## config.mk

```make
export PLATFORM = sky130hd
export DESIGN_NAME = pwm_postscale_timer
export DESIGN_NICKNAME = d
export VERILOG_FILES = /design/src/rtl/pwm_timer_pkg.sv /design/src/rtl/pwm_tick_gen.sv /design/src/rtl/pwm_period_timer.sv /design/src/rtl/pwm_duty_unit.sv /design/src/rtl/pwm_irq_post.sv /design/src/rtl/pwm_postscale_timer.sv
export SDC_FILE = /design/constraint.sdc
export NUM_CORES = 1
export LEC_CHECK = 0
export ABC_AREA = 1
export ABC_CLOCK_PERIOD_IN_PS = 6520
export CORE_UTILIZATION = 30
export CTS_CLUSTER_DIAMETER = 60
export DETAILED_ROUTE_END_ITERATION = 6
export GPL_TIMING_DRIVEN = 1
export HOLD_SLACK_MARGIN = 0.06
export PLACE_DENSITY = 0.61
export REMOVE_ABC_BUFFERS = 1
export SYNTH_ARGS = -nofsm -noshare
export SYNTH_HDL_FRONTEND = slang
export SYNTH_SLANG_ARGS = --single-unit
```

## constraint.sdc

```tcl
create_clock -name clk_i -period 6.52 [get_ports clk_i]
set_clock_uncertainty 0.15 [all_clocks]
set_input_delay 1.956 -clock clk_i [delete_from_list [all_inputs] [get_ports clk_i]]
set_output_delay 1.956 -clock clk_i [all_outputs]
set_load 0.02 [all_outputs]
```

## src/rtl/pwm_timer_pkg.sv

```systemverilog
package pwm_timer_pkg;

  typedef enum logic [1:0] {
    PRE_X1    = 2'b00,
    PRE_X4    = 2'b01,
    PRE_X16   = 2'b10,
    PRE_X16_B = 2'b11
  } pre_sel_e;

  localparam logic [1:0] MODE_PWM = 2'b11;

  // log2 of the prescale factor for a select code
  function automatic logic [2:0] pre_shift(input logic [1:0] sel);
    logic [2:0] sh;
    case (pre_sel_e'(sel))
      PRE_X1:  sh = 3'd0;
      PRE_X4:  sh = 3'd2;
      default: sh = 3'd4;
    endcase
    return sh;
  endfunction

endpackage

```

## src/rtl/pwm_tick_gen.sv

```systemverilog
module pwm_tick_gen #(
  parameter int unsigned SUB_W = 2,
  parameter int unsigned PC_W  = 6
) (
  input  logic             clk_i,
  input  logic             rst_ni,
  input  logic             run_i,
  input  logic [1:0]       sel_i,
  output logic             tick_o,
  output logic [SUB_W-1:0] sub_o
);
  import pwm_timer_pkg::*;

  localparam logic [2:0] TOP_SH = 3'(PC_W - SUB_W);

  logic [PC_W-1:0] pc_q;
  logic [PC_W-1:0] pc_end;
  logic [2:0]      sh;

  always_comb begin
    sh     = pre_shift(sel_i);
    pc_end = {PC_W{1'b1}} >> (TOP_SH - sh);
    sub_o  = SUB_W'(pc_q >> sh);
    tick_o = run_i && (pc_q >= pc_end);
  end

  always_ff @(posedge clk_i or negedge rst_ni) begin
    if (!rst_ni)    pc_q <= '0;
    else if (run_i) pc_q <= tick_o ? '0 : pc_q + 1'b1;
  end

  AST_PC_FROZEN: assert property (@(posedge clk_i) disable iff (!rst_ni)
    !run_i |=> $stable(pc_q));

endmodule

```

## src/rtl/pwm_period_timer.sv

```systemverilog
module pwm_period_timer #(
  parameter int unsigned TW = 8
) (
  input  logic          clk_i,
  input  logic          rst_ni,
  input  logic          run_i,
  input  logic          tick_i,
  input  logic [TW-1:0] period_i,
  output logic [TW-1:0] tmr_o,
  output logic          match_o
);
  logic [TW-1:0] tmr_q;

  assign tmr_o   = tmr_q;
  assign match_o = tick_i && (tmr_q == period_i);

  always_ff @(posedge clk_i or negedge rst_ni) begin
    if (!rst_ni)     tmr_q <= '0;
    else if (tick_i) tmr_q <= match_o ? '0 : tmr_q + 1'b1;
  end

  AST_TMR_FROZEN: assert property (@(posedge clk_i) disable iff (!rst_ni)
    !run_i |=> $stable(tmr_q));
  AST_RESTART_ZERO: assert property (@(posedge clk_i) disable iff (!rst_ni)
    match_o |=> (tmr_q == '0));

endmodule

```

## src/rtl/pwm_duty_unit.sv

```systemverilog
module pwm_duty_unit #(
  parameter int unsigned TW    = 8,
  parameter int unsigned SUB_W = 2
) (
  input  logic                  clk_i,
  input  logic                  rst_ni,
  input  logic                  run_i,
  input  logic                  pwm_en_i,
  input  logic                  start_i,
  input  logic [TW+SUB_W-1:0]   duty_i,
  input  logic [TW-1:0]         tmr_i,
  input  logic [SUB_W-1:0]      sub_i,
  output logic                  pwm_o
);
  localparam int unsigned DW = TW + SUB_W;

  logic [DW-1:0] act_q;
  logic [DW-1:0] pos;

  assign pos   = {tmr_i, sub_i};
  assign pwm_o = run_i && pwm_en_i && (pos < act_q);

  // the buffer follows the input while idle and is sampled at each restart
  always_ff @(posedge clk_i or negedge rst_ni) begin
    if (!rst_ni)                             act_q <= '0;
    else if (!run_i || !pwm_en_i || start_i) act_q <= duty_i;
  end

  AST_ZERO_DUTY_LOW: assert property (@(posedge clk_i) disable iff (!rst_ni)
    (act_q == '0) |-> !pwm_o);
  AST_IDLE_LOW: assert property (@(posedge clk_i) disable iff (!rst_ni)
    !run_i |-> !pwm_o);

endmodule

```

## src/rtl/pwm_irq_post.sv

```systemverilog
module pwm_irq_post #(
  parameter int unsigned PSW = 4
) (
  input  logic           clk_i,
  input  logic           rst_ni,
  input  logic           run_i,
  input  logic           match_i,
  input  logic [PSW-1:0] ratio_i,
  input  logic           clr_i,
  input  logic           ie_tmr_i,
  input  logic           ie_periph_i,
  input  logic           ie_global_i,
  output logic           flag_o,
  output logic           irq_o
);
  logic [PSW-1:0] cnt_q;
  logic           flag_q;
  logic           hit;

  assign hit    = match_i && (cnt_q >= ratio_i);
  assign flag_o = flag_q;
  assign irq_o  = flag_q && ie_tmr_i && ie_periph_i && ie_global_i;

  always_ff @(posedge clk_i or negedge rst_ni) begin
    if (!rst_ni)       cnt_q <= '0;
    else if (!run_i)   cnt_q <= '0;
    else if (match_i)  cnt_q <= hit ? '0 : cnt_q + 1'b1;
  end

  always_ff @(posedge clk_i or negedge rst_ni) begin
    if (!rst_ni)     flag_q <= 1'b0;
    else if (hit)    flag_q <= 1'b1;
    else if (clr_i)  flag_q <= 1'b0;
  end

  AST_FLAG_CAUSE: assert property (@(posedge clk_i) disable iff (!rst_ni)
    $rose(flag_q) |-> $past(match_i));
  AST_FLAG_STICKY: assert property (@(posedge clk_i) disable iff (!rst_ni)
    (flag_q && !clr_i) |=> flag_q);
  AST_CNT_CLEARED: assert property (@(posedge clk_i) disable iff (!rst_ni)
    !run_i |=> (cnt_q == '0));

endmodule

```

## src/rtl/pwm_postscale_timer.sv

```systemverilog
module pwm_postscale_timer #(
  parameter int unsigned TMR_W  = 8,
  parameter int unsigned SUB_W  = 2,
  parameter int unsigned PRE_SH = 4,
  parameter int unsigned POST_W = 4
) (
  input  logic              clk_i,
  input  logic              rst_ni,
  input  logic              tmr_on_i,
  input  logic [1:0]        pre_sel_i,
  input  logic [POST_W-1:0] post_div_i,
  input  logic [TMR_W-1:0]  period_i,
  input  logic [TMR_W-1:0]  duty_hi_i,
  input  logic [SUB_W-1:0]  duty_lo_i,
  input  logic [1:0]        mode_i,
  input  logic              ie_tmr_i,
  input  logic              ie_periph_i,
  input  logic              ie_global_i,
  input  logic              flag_clr_i,
  output logic              pwm_o,
  output logic              irq_o,
  output logic              flag_o
);
  import pwm_timer_pkg::*;

  localparam int unsigned PC_W = SUB_W + PRE_SH;

  logic             tick;
  logic [SUB_W-1:0] sub;
  logic [TMR_W-1:0] tmr;
  logic             match;
  logic             pwm_en;

  assign pwm_en = (mode_i == MODE_PWM);

  pwm_tick_gen #(.SUB_W(SUB_W), .PC_W(PC_W)) u_tick (
    .clk_i(clk_i), .rst_ni(rst_ni), .run_i(tmr_on_i), .sel_i(pre_sel_i),
    .tick_o(tick), .sub_o(sub)
  );

  pwm_period_timer #(.TW(TMR_W)) u_timer (
    .clk_i(clk_i), .rst_ni(rst_ni), .run_i(tmr_on_i), .tick_i(tick),
    .period_i(period_i), .tmr_o(tmr), .match_o(match)
  );

  pwm_duty_unit #(.TW(TMR_W), .SUB_W(SUB_W)) u_duty (
    .clk_i(clk_i), .rst_ni(rst_ni), .run_i(tmr_on_i), .pwm_en_i(pwm_en),
    .start_i(match), .duty_i({duty_hi_i, duty_lo_i}), .tmr_i(tmr),
    .sub_i(sub), .pwm_o(pwm_o)
  );

  pwm_irq_post #(.PSW(POST_W)) u_post (
    .clk_i(clk_i), .rst_ni(rst_ni), .run_i(tmr_on_i), .match_i(match),
    .ratio_i(post_div_i), .clr_i(flag_clr_i), .ie_tmr_i(ie_tmr_i),
    .ie_periph_i(ie_periph_i), .ie_global_i(ie_global_i),
    .flag_o(flag_o), .irq_o(irq_o)
  );

  AST_IRQ_NEEDS_FLAG: assert property (@(posedge clk_i) disable iff (!rst_ni)
    irq_o |-> (flag_o && ie_global_i && ie_periph_i && ie_tmr_i));
  AST_MODE_OFF_LOW: assert property (@(posedge clk_i) disable iff (!rst_ni)
    (mode_i != MODE_PWM) |-> !pwm_o);

endmodule

```

==> flow_results.org, run 1 <==
** Outcome
- The flow ran to the end, and the final reports show no timing, DRC or antenna violations.

** Cells and area
- Commonest cells after routing, fill and taps aside :: 63 x sky130_fd_sc_hd__nand2_1, 40 x sky130_fd_sc_hd__inv_1, 34 x sky130_fd_sc_hd__clkdlybuf4s50_1, 29 x sky130_fd_sc_hd__dfrtp_1, 21 x sky130_fd_sc_hd__ha_1
- Across the whole layout, storage elements account for 725.7 sq um.
- Most common cell after layout, fill and taps aside :: sky130_fd_sc_hd__nand2_1
- Final Net Count :: 351
- Compared with the post-synthesis result, the final layout area differs by 26.69%.
- Fraction of final layout cells sized beyond drive strength 1 :: 8.054%
- The layout has 652 filler cells.
- The number of antenna diodes in the final layout is 0.
- Area of combinational cells with multiple inputs :: 0.001075 sq mm

** Timing
- Final total negative setup slack :: 0 ns
- The number of max-slew violations in the final report was 0.
- RSZ-0062 raised after global routing :: false
- In this run the tightest slew margin relative to its limit is 55.09%.
- Setup-violating endpoint count in the final report :: 0
- After layout, the minimum clock period comes to 6.212 ns.
- The final critical path takes up 95.28% of the cycle.
- Based on the critical path, the design can be clocked at up to 161.0 MHz.
- Final Hold Vio Count :: 0
- Final hold analysis gives a worst-case slack of 0.3694 ns.
- Worst slew pin tran :: 0.6736 ns

** Route
- Vias after detailed routing :: 1724
- Wire segments on met2 add up to 1950 um in the final route.
- Routed length on met3 :: 219 um
- Total Wirelength :: 4246 um
- M1 WL :: 2042 um
- For this run, design rule violations remaining after detail routing come to 0.
- After detailed routing, the number of vias per cell comes to 4.597.
- Number of DRC markers in iteration 0 :: 75
- The highest layer touched by signal routing is met4.
- Router iterations before antenna repair :: 4
- The count of nets left with antenna violations once routing finished came out at 0.
- In the final routed layout, each cell accounts on average for 11.32 um.

** Worst setup path
- Delay of the slowest cell on the worst path :: 0.60 ns
- In this run the critical register-to-register path is captured at u_duty.act_q[2].
- Traced cell by cell, the critical path runs through clkdlybuf4s50_1, nor2_1, a221oi_1, ha_1, a21oi_1, o21ai_0, nor2_1, clkdlybuf4s50_1.
- Stages on worst setup path :: 8
- Cell depth of the worst flop-to-flop path :: 9
- Crit path capture type :: output pin
- Setup slack of the worst register-to-register path :: 4.32 ns
- Critical-path maximum fanout :: 4
- The worst setup path is of the in2out kind.
- Top cell family by delay on the critical path :: buffers and inverters
- The number of buffers and inverters on the critical path is 2.
- Worst path required time :: 4.41 ns
- Crit start category :: primary input
- Worst setup startpoint :: pre_sel_i[1]
- The startpoint identified for the worst register-to-register timing path is u_tick.pc_q[4].
- Data on the critical path arrives at its endpoint at 4.11 ns.
- Slowest stage cell on the critical path :: sky130_fd_sc_hd__clkdlybuf4s50_1
- Following the worst setup path forward leads to its endpoint at pwm_o.

** Synthesis
- Gate count of the mapped netlist :: 257
- #FFs+latches synth :: 29
- After synthesis, the share of flip-flops with an asynchronous set or reset is 100.0%.
- In this run, distinct cell masters in the synthesized netlist total 29.
- Yosys mapped a number of flops with a built-in enable equal to 0.
- Syn avg cell area :: 7.717 sq um
- Area of the mapped netlist :: 0.001983 sq mm
- Sequential cells were found to cover 36.59% of the synthesized design area.
- In the synthesized netlist the dominant register cell turns out to be sky130_fd_sc_hd__dfrtp_1.
- Syn. warnings :: 0

** GRT
- Grt ovf :: 0
- Global routing used 13.70% of the available tracks.
- The first global-routing pass estimated 7672 um of wire.
- The number of global-route vias before repair came to 1707.
- Entering global routing, the biggest net connects 30 pins.
- The number of antenna violations at the first check in global routing came to 0.

** Floorplan
- In this run the core area contains 29 standard-cell rows.
- Die outline width :: 83.31 um
- The die covers 0.006940 sq mm.
- Effective utilization at floorplan :: 31.23%
- Area inside the core boundary :: 0.006350 sq mm
- Measured along the y axis, the die boundary spans 83.31 um.
- Count of pins on the block boundary :: 36

** Worst hold path
- The min-delay analysis places its worst path in the category reg2reg.

** Clock tree
- The H-tree was split into 2 levels.
- The number of gates resized after CTS was 0.
- For the worst-skew pair, the clock arrives at the later sink with an insertion delay of 0.28 ns.
- Clock-pin slew was measured on the worst setup and hold paths at 0.06 ns.
- Buffers inserted to repair hold after CTS numbered 0.
- Clock buffer depth :: 2
- Setup fix buffers added after clock tree synthesis :: 0
- Clock tree synthesis found a total of 29 sinks.
- Root cell of the clock tree :: sky130_fd_sc_hd__clkbuf_8
- TritonCTS built the clock tree.
- Number of clock buffers inserted by TritonCTS :: 5

** Placed design
- Input/output buffers :: 35
- The wire-length estimate of the detail-placed layout is 3260 um.
- At the end of routability-driven placement, the weighted congestion stood at 0.7850.

** Power
- Portion of total power attributed to the clock network :: 23.1%
- Power per cell area :: 284.2 mW/mm^2
- Sequential cells account for 39.5% of the total power.
- Maximum vdd drop :: 0.0001363 V
- Internal power of the cells :: 435.7 uW
- Switching power of the nets :: 278.3 uW
- In this run the static leakage power is 1.269 nW.
- Switching share of total power :: 38.98%
- Comb pwr share :: 37.4%

** Job
- Number of violations of the max-capacitance limit :: 0
[how the worst min path moves through the flow]
stage | startpoint | end | cells past startpoint
global route | u_duty.act_q[8] | u_duty.act_q[8] | 2
detailed placement | u_duty.act_q[5] | u_duty.act_q[5] | 2
global placement | u_duty.act_q[7] | u_duty.act_q[7] | 2
CTS | u_duty.act_q[7] | u_duty.act_q[7] | 2
finish | u_duty.act_q[7] | u_duty.act_q[7] | 2
floorplan | u_duty.act_q[0] | u_duty.act_q[0] | 2
[stage by stage]
| step | cells | power, mW | setup WS [ns] | utilization (%) | area [sq um] |
|---|---|---|---|---|---|
| 2_1_floorplan | 254 | 0.4676 | 1.390 | - | 1962 |
| 3_3_place_gp | 367 | 0.5461 | 0.3777 | 37.97 | 2411 |
| 3_5_place_dp | 367 | 0.5547 | 0.3164 | 37.97 | 2411 |
| 4_1_cts | 375 | 0.7210 | 0.3109 | 39.57 | 2512 |
| 5_1_grt | 375 | 0.7857 | 0.1475 | 39.57 | 2512 |
| 6_report | 375 | 0.7140 | 0.3079 | 39.57 | 2512 |
[cells in the mapped netlist, types with 3 or more instances]
cell                      number  area (sq um)
sky130_fd_sc_hd__nor2_1       18         67.56
sky130_fd_sc_hd__dfrtp_1      29         725.7
sky130_fd_sc_hd__o21ai_0      10         50.05
sky130_fd_sc_hd__xor2_1        6         52.55
sky130_fd_sc_hd__nand2_2       4         25.02
sky130_fd_sc_hd__xnor2_1       4         35.03
sky130_fd_sc_hd__nor2_2        3         18.77
sky130_fd_sc_hd__a21oi_1      11         55.05
sky130_fd_sc_hd__nand4_1      12         75.07
sky130_fd_sc_hd__nand3_1       9         45.04
sky130_fd_sc_hd__inv_1        40         150.1
sky130_fd_sc_hd__nand2_1      63         236.5
sky130_fd_sc_hd__ha_1         21         262.8
sky130_fd_sc_hd__o21ai_1       9         45.04
[routing by layer]
| layer | GRT usage (%) | vias to the layer above |
|---|---|---|
| li1 | - | 907 |
| met1 | 18.44 | 779 |
| met2 | 21.31 | 34 |
| met3 | 3.777 | 4 |
| met4 | 4.232 | 0 |
| met5 | 0 | - |
[cell type report]
cell class                 instances  area share, %
multi-input combinational        182          42.78
clock inverter                     1         0.1992
clock buffer                       7          3.835
timing repair buffer              36          14.04
tap                               77          3.835
sequential                        29          28.88
inverter                          43          6.424
[state kept, by name, indices dropped and copies added, names as in the netlist]
name,count
u_post.flag_o,1
u_duty.act_q,10
u_timer.tmr_o,8
u_tick.pc_q,6
u_post.cnt_q,4
[tightest hold or removal path, cell delays in order (launching register included)]
cell and delay, ns:
sky130_fd_sc_hd__dfrtp_1 0.32, sky130_fd_sc_hd__inv_1 0.05, sky130_fd_sc_hd__o21ai_1 0.11
[power by group through the flow]
| stage | Combinational, mW | Clock (mW) | Sequential [mW] |
|---|---|---|---|
| 2_1_floorplan | 0.200 | 0 | 0.268 |
| 3_3_place_gp | 0.262 | 0 | 0.284 |
| 3_5_place_dp | 0.269 | 0 | 0.286 |
| 4_1_cts | 0.271 | 0.168 | 0.282 |
| 5_1_grt | 0.318 | 0.176 | 0.291 |
| 6_report | 0.267 | 0.165 | 0.282 |
[logic make-up after synthesis]
kind of cell,Yosys count,synth area share (%)
simple gates,116,26.69
xor+xnor,10,4.416
flops,29,36.59
compound gates,35,9.843
fa+ha+maj,21,13.25
buf+inv,46,9.211
Power figures use the tool's default switching activity.
==> inputs of run 2 (changes only) <==
- TNS_END_PERCENT: unset -> 50
==> results of run 2 <==
The final DEF is identical to that of run 1; final timing and power are the same.
==> inputs of run 3 (changes only) <==
- ABC_CLOCK_PERIOD_IN_PS: 6520 -> 7550
- TNS_END_PERCENT: 50 -> unset
- clock period: 6.52 -> 7.55 ns (I/O delays scaled with it)
==> flow_results.org, run 3 (synthesized netlist as in run 1, its figures left out) <==
** Worst hold path
- The worst min-delay path class was reg2reg (unchanged).

** Timing
- The worst path in the final design needs a cycle of 6.789 ns, including I/O delays and setup.
- Setup-violating endpoint count in the final report :: 0 (unchanged)
- Final Hold Vio Count :: 0 (unchanged)
- The relative slew slack was 73.92% (was 55.09%).
- The number of max-slew violations in the final report was 0 (unchanged).
- RSZ-0062 raised after global routing :: false (unchanged)
- The worst path setup slack after routing was 0.7606 ns (was 0.3079 ns).
- Worst slew pin tran :: 0.3912 ns (was 0.6736 ns)
- Period utilisation layout :: 89.93%
- Final total negative setup slack :: 0 ns (unchanged)
- Post-route worst hold slack :: 0.3713 ns (was 0.3694 ns)
- Derived from the worst setup path, the maximum achievable clock frequency is 147.3 MHz.

** Clock tree
- Quantity of hold-fixing buffers added after cts :: 0 (unchanged)
- The maximum level of the CTS H-tree was 2 (unchanged).
- Number of clock buffers inserted by TritonCTS :: 5 (unchanged)
- TritonCTS clock tree :: built (unchanged)
- Root cell of the clock tree :: sky130_fd_sc_hd__clkbuf_8 (unchanged)
- The total of cells resized after clock tree synthesis is 0 (unchanged).
- The maximum count of clock buffers along a single path was 2 (unchanged).
- Setup fix buffers added after clock tree synthesis :: 0 (unchanged)
- Clk slew on worst S/H paths :: 0.07 ns (was 0.06 ns)
- Number of sinks handled by clock tree synthesis :: 29 (unchanged)
- The clock latency on the worst-skew pair came to 0.28 ns (about the same).

** GRT
- The first-pass GRT wire length is 7638 um (was 7672 um).
- Via count of the first global-routing pass :: 1702 (was 1707)
- The overflow left after global routing was 0 (unchanged).
- The number of antenna violations at the first check in global routing is 0 (unchanged).
- The maximum number of pins on one net before global-route repair came to 30 (unchanged).
- The global-route usage over all layers came to 13.71% (was 13.70%).

** Power
- Lkg Pwr :: 1.264 nW (was 1.269 nW)
- Post-route total power :: 599.2 uW (was 714.0 uW)
- Maximum vdd drop :: 0.00008474 V (was 0.0001363 V)
- The power density over the cells came to 238.7 mW/mm^2 (was 284.2 mW/mm^2).

** Worst setup path
- The termination of the worst setup path was pwm_o (unchanged).
- The startpoint of the worst register-to-register path is u_tick.pc_q[3] (was u_tick.pc_q[4]).
- The worst-case reg-to-reg path depth came to 9 (unchanged).
- Cell-by-cell listing of the critical path :: clkdlybuf4s50_1, nor2_1, a221oi_1, ha_1, a21oi_1, o21ai_0, nor2_1, clkdlybuf4s50_1 (unchanged)
- Worst setup startpoint :: pre_sel_i[1] (unchanged)
- WS Path Type :: in2out (unchanged)
- Arrival time worst endpoint :: 4.37 ns (was 4.11 ns)
- Worst path required time :: 5.14 ns (was 4.41 ns)
- The longest individual stage delay on the worst path was 0.60 ns (about the same).
- Crit start category :: primary input (unchanged)
- The reg-to-reg setup timing slack came to 5.34 ns (was 4.32 ns).
- Reg2reg end :: u_duty.act_q[6] (was u_duty.act_q[2])
- The highest fanout seen on the critical path is 4 (unchanged).
- Crit path capture type :: output pin (unchanged)
- Slowest stage cell on the critical path :: sky130_fd_sc_hd__clkdlybuf4s50_1 (unchanged)

** Cells and area
- The number of filler instances in the final layout came to 647 (was 652).
- The net count of the finished layout was 352 (was 351).
- The count of inserted antenna diode cells is 0 (unchanged).
- Commonest cells after routing, fill and taps aside :: 63 x sky130_fd_sc_hd__nand2_1, 40 x sky130_fd_sc_hd__inv_1, 35 x sky130_fd_sc_hd__clkdlybuf4s50_1, 29 x sky130_fd_sc_hd__dfrtp_1, 21 x sky130_fd_sc_hd__ha_1 (was 63 x sky130_fd_sc_hd__nand2_1, 40 x sky130_fd_sc_hd__inv_1, 34 x sky130_fd_sc_hd__clkdlybuf4s50_1, 29 x sky130_fd_sc_hd__dfrtp_1, 21 x sky130_fd_sc_hd__ha_1)
- The most flop-heavy register is u_duty.act_q (unchanged).
- Most common cell after layout, fill and taps aside :: sky130_fd_sc_hd__nand2_1 (unchanged)
- Layout Area Growth over Synthesis :: 26.56% (was 26.69%)
- The count of placed standard cells in the final layout, fillers left out was 376 (was 375).
- The flip-flop count of the largest register, all copies and words added came to 10 (unchanged).
- The fraction of layout instances using a drive strength above 1 was 8.027% (was 8.054%).

** Floorplan
- Area inside the core boundary :: 0.006350 sq mm (unchanged)
- Count of pins on the block boundary :: 36 (unchanged)
- The area of the die came to 0.006940 sq mm (unchanged).
- Die outline width :: 83.31 um (unchanged)
- Effective utilization at floorplan :: 31.23% (unchanged)
- Row Count :: 29 (unchanged)
- The overall die height is 83.31 um (unchanged).

** Job
- The max capacitance violation total came to 0 (unchanged).

** Route
- The iteration-0 DRC count of the detailed router was 69 (was 75).
- The antenna violation net count after detailed routing is 0 (unchanged).
- Routed wirelength normalized by instance count :: 11.01 um (was 11.32 um)
- Vias after detailed routing :: 1723 (was 1724)
- # DRC :: 0 (unchanged)
- Router iterations before antenna repair :: 4 (unchanged)
- The per-cell via count in the routed design was 4.582 (was 4.597).
- Total Wirelength :: 4141 um (was 4246 um)

** Outcome
- Outcome: completed (unchanged).

** Placed design
- Post-DP HPWL :: 3220 um (was 3260 um)
- Worst-case setup slack after placement :: 0.7597 ns (was 0.3164 ns)
- The placed cell count was 368 (was 367).
- The routability congestion estimate is 0.7790 (was 0.7850).
- The number of buffers added on ports was 35 (unchanged).
## run 3: cell count changes in the layout (fill, tap and decap cells not counted), sizes merged
cell,previous run,this run
clkinv,3,4
clkinvlp,0,1
clkdlybuf4s50,34,35
clkbuf,7,5
## run 3: layout make-up
| cell class | count | area, sq um | share of cell area, % |
|---|---|---|---|
| Sequential cell | 29 | 725.7 | 28.91 |
| Timing Repair Buffer | 37 | 365.4 | 14.56 |
| Multi-Input combinational cell | 182 | 1075 | 42.82 |
| Inverter | 43 | 161.4 | 6.431 |
| Clock inverter | 3 | 17.52 | 0.6979 |
| Tap cell | 77 | 96.34 | 3.838 |
| Clock buffer | 5 | 68.82 | 2.742 |
## run 3: routing by layer
| metal | up-vias | track usage (%) | part of all wire, % |
|---|---|---|---|
| met1 | 775 | 18.29 | 49 |
| met3 | 7 | 3.579 | 4.7 |
| met5 | - | 0 | 0 |
| met2 | 30 | 21.24 | 44 |
| met4 | 0 | 5.172 | 1.4 |
| li1 | 911 | - | - |
## run 3: worst max-delay path: cells and delay by family
family          cells  cell delay [ns]
compound gates      3             0.51
fa+ha+maj           1             0.28
simple gates        2             0.20
buf+inv             2             1.12
## run 3: power breakdown
part,internal (mW),switching (mW)
registers,0.193,0.0500
clock network,0.0635,0.0625
logic,0.101,0.129
total,0.358,0.241
## run 3: through the flow
stage	area, sq um	utilization (%)
CTS	2510	39.53
global placement	2424	38.17
floorplan	1962	-
global route	2510	39.53
finish	2510	39.53
detailed placement	2424	38.17
## run 3: worst min-delay path by stage
| stage | slack (ns) | to | startpoint | cells past startpoint |
|---|---|---|---|---|
| after CTS | 0.38 | u_duty.act_q[7] | u_duty.act_q[7] | 2 |
| after detailed placement | 0.36 | u_duty.act_q[9] | u_duty.act_q[9] | 2 |
| final | 0.37 | u_duty.act_q[7] | u_duty.act_q[7] | 2 |
| after global routing | 0.39 | u_duty.act_q[7] | u_duty.act_q[7] | 2 |
| after floorplan | 0.33 | u_duty.act_q[0] | u_duty.act_q[0] | 2 |
| after global placement | 0.35 | u_duty.act_q[7] | u_duty.act_q[7] | 2 |
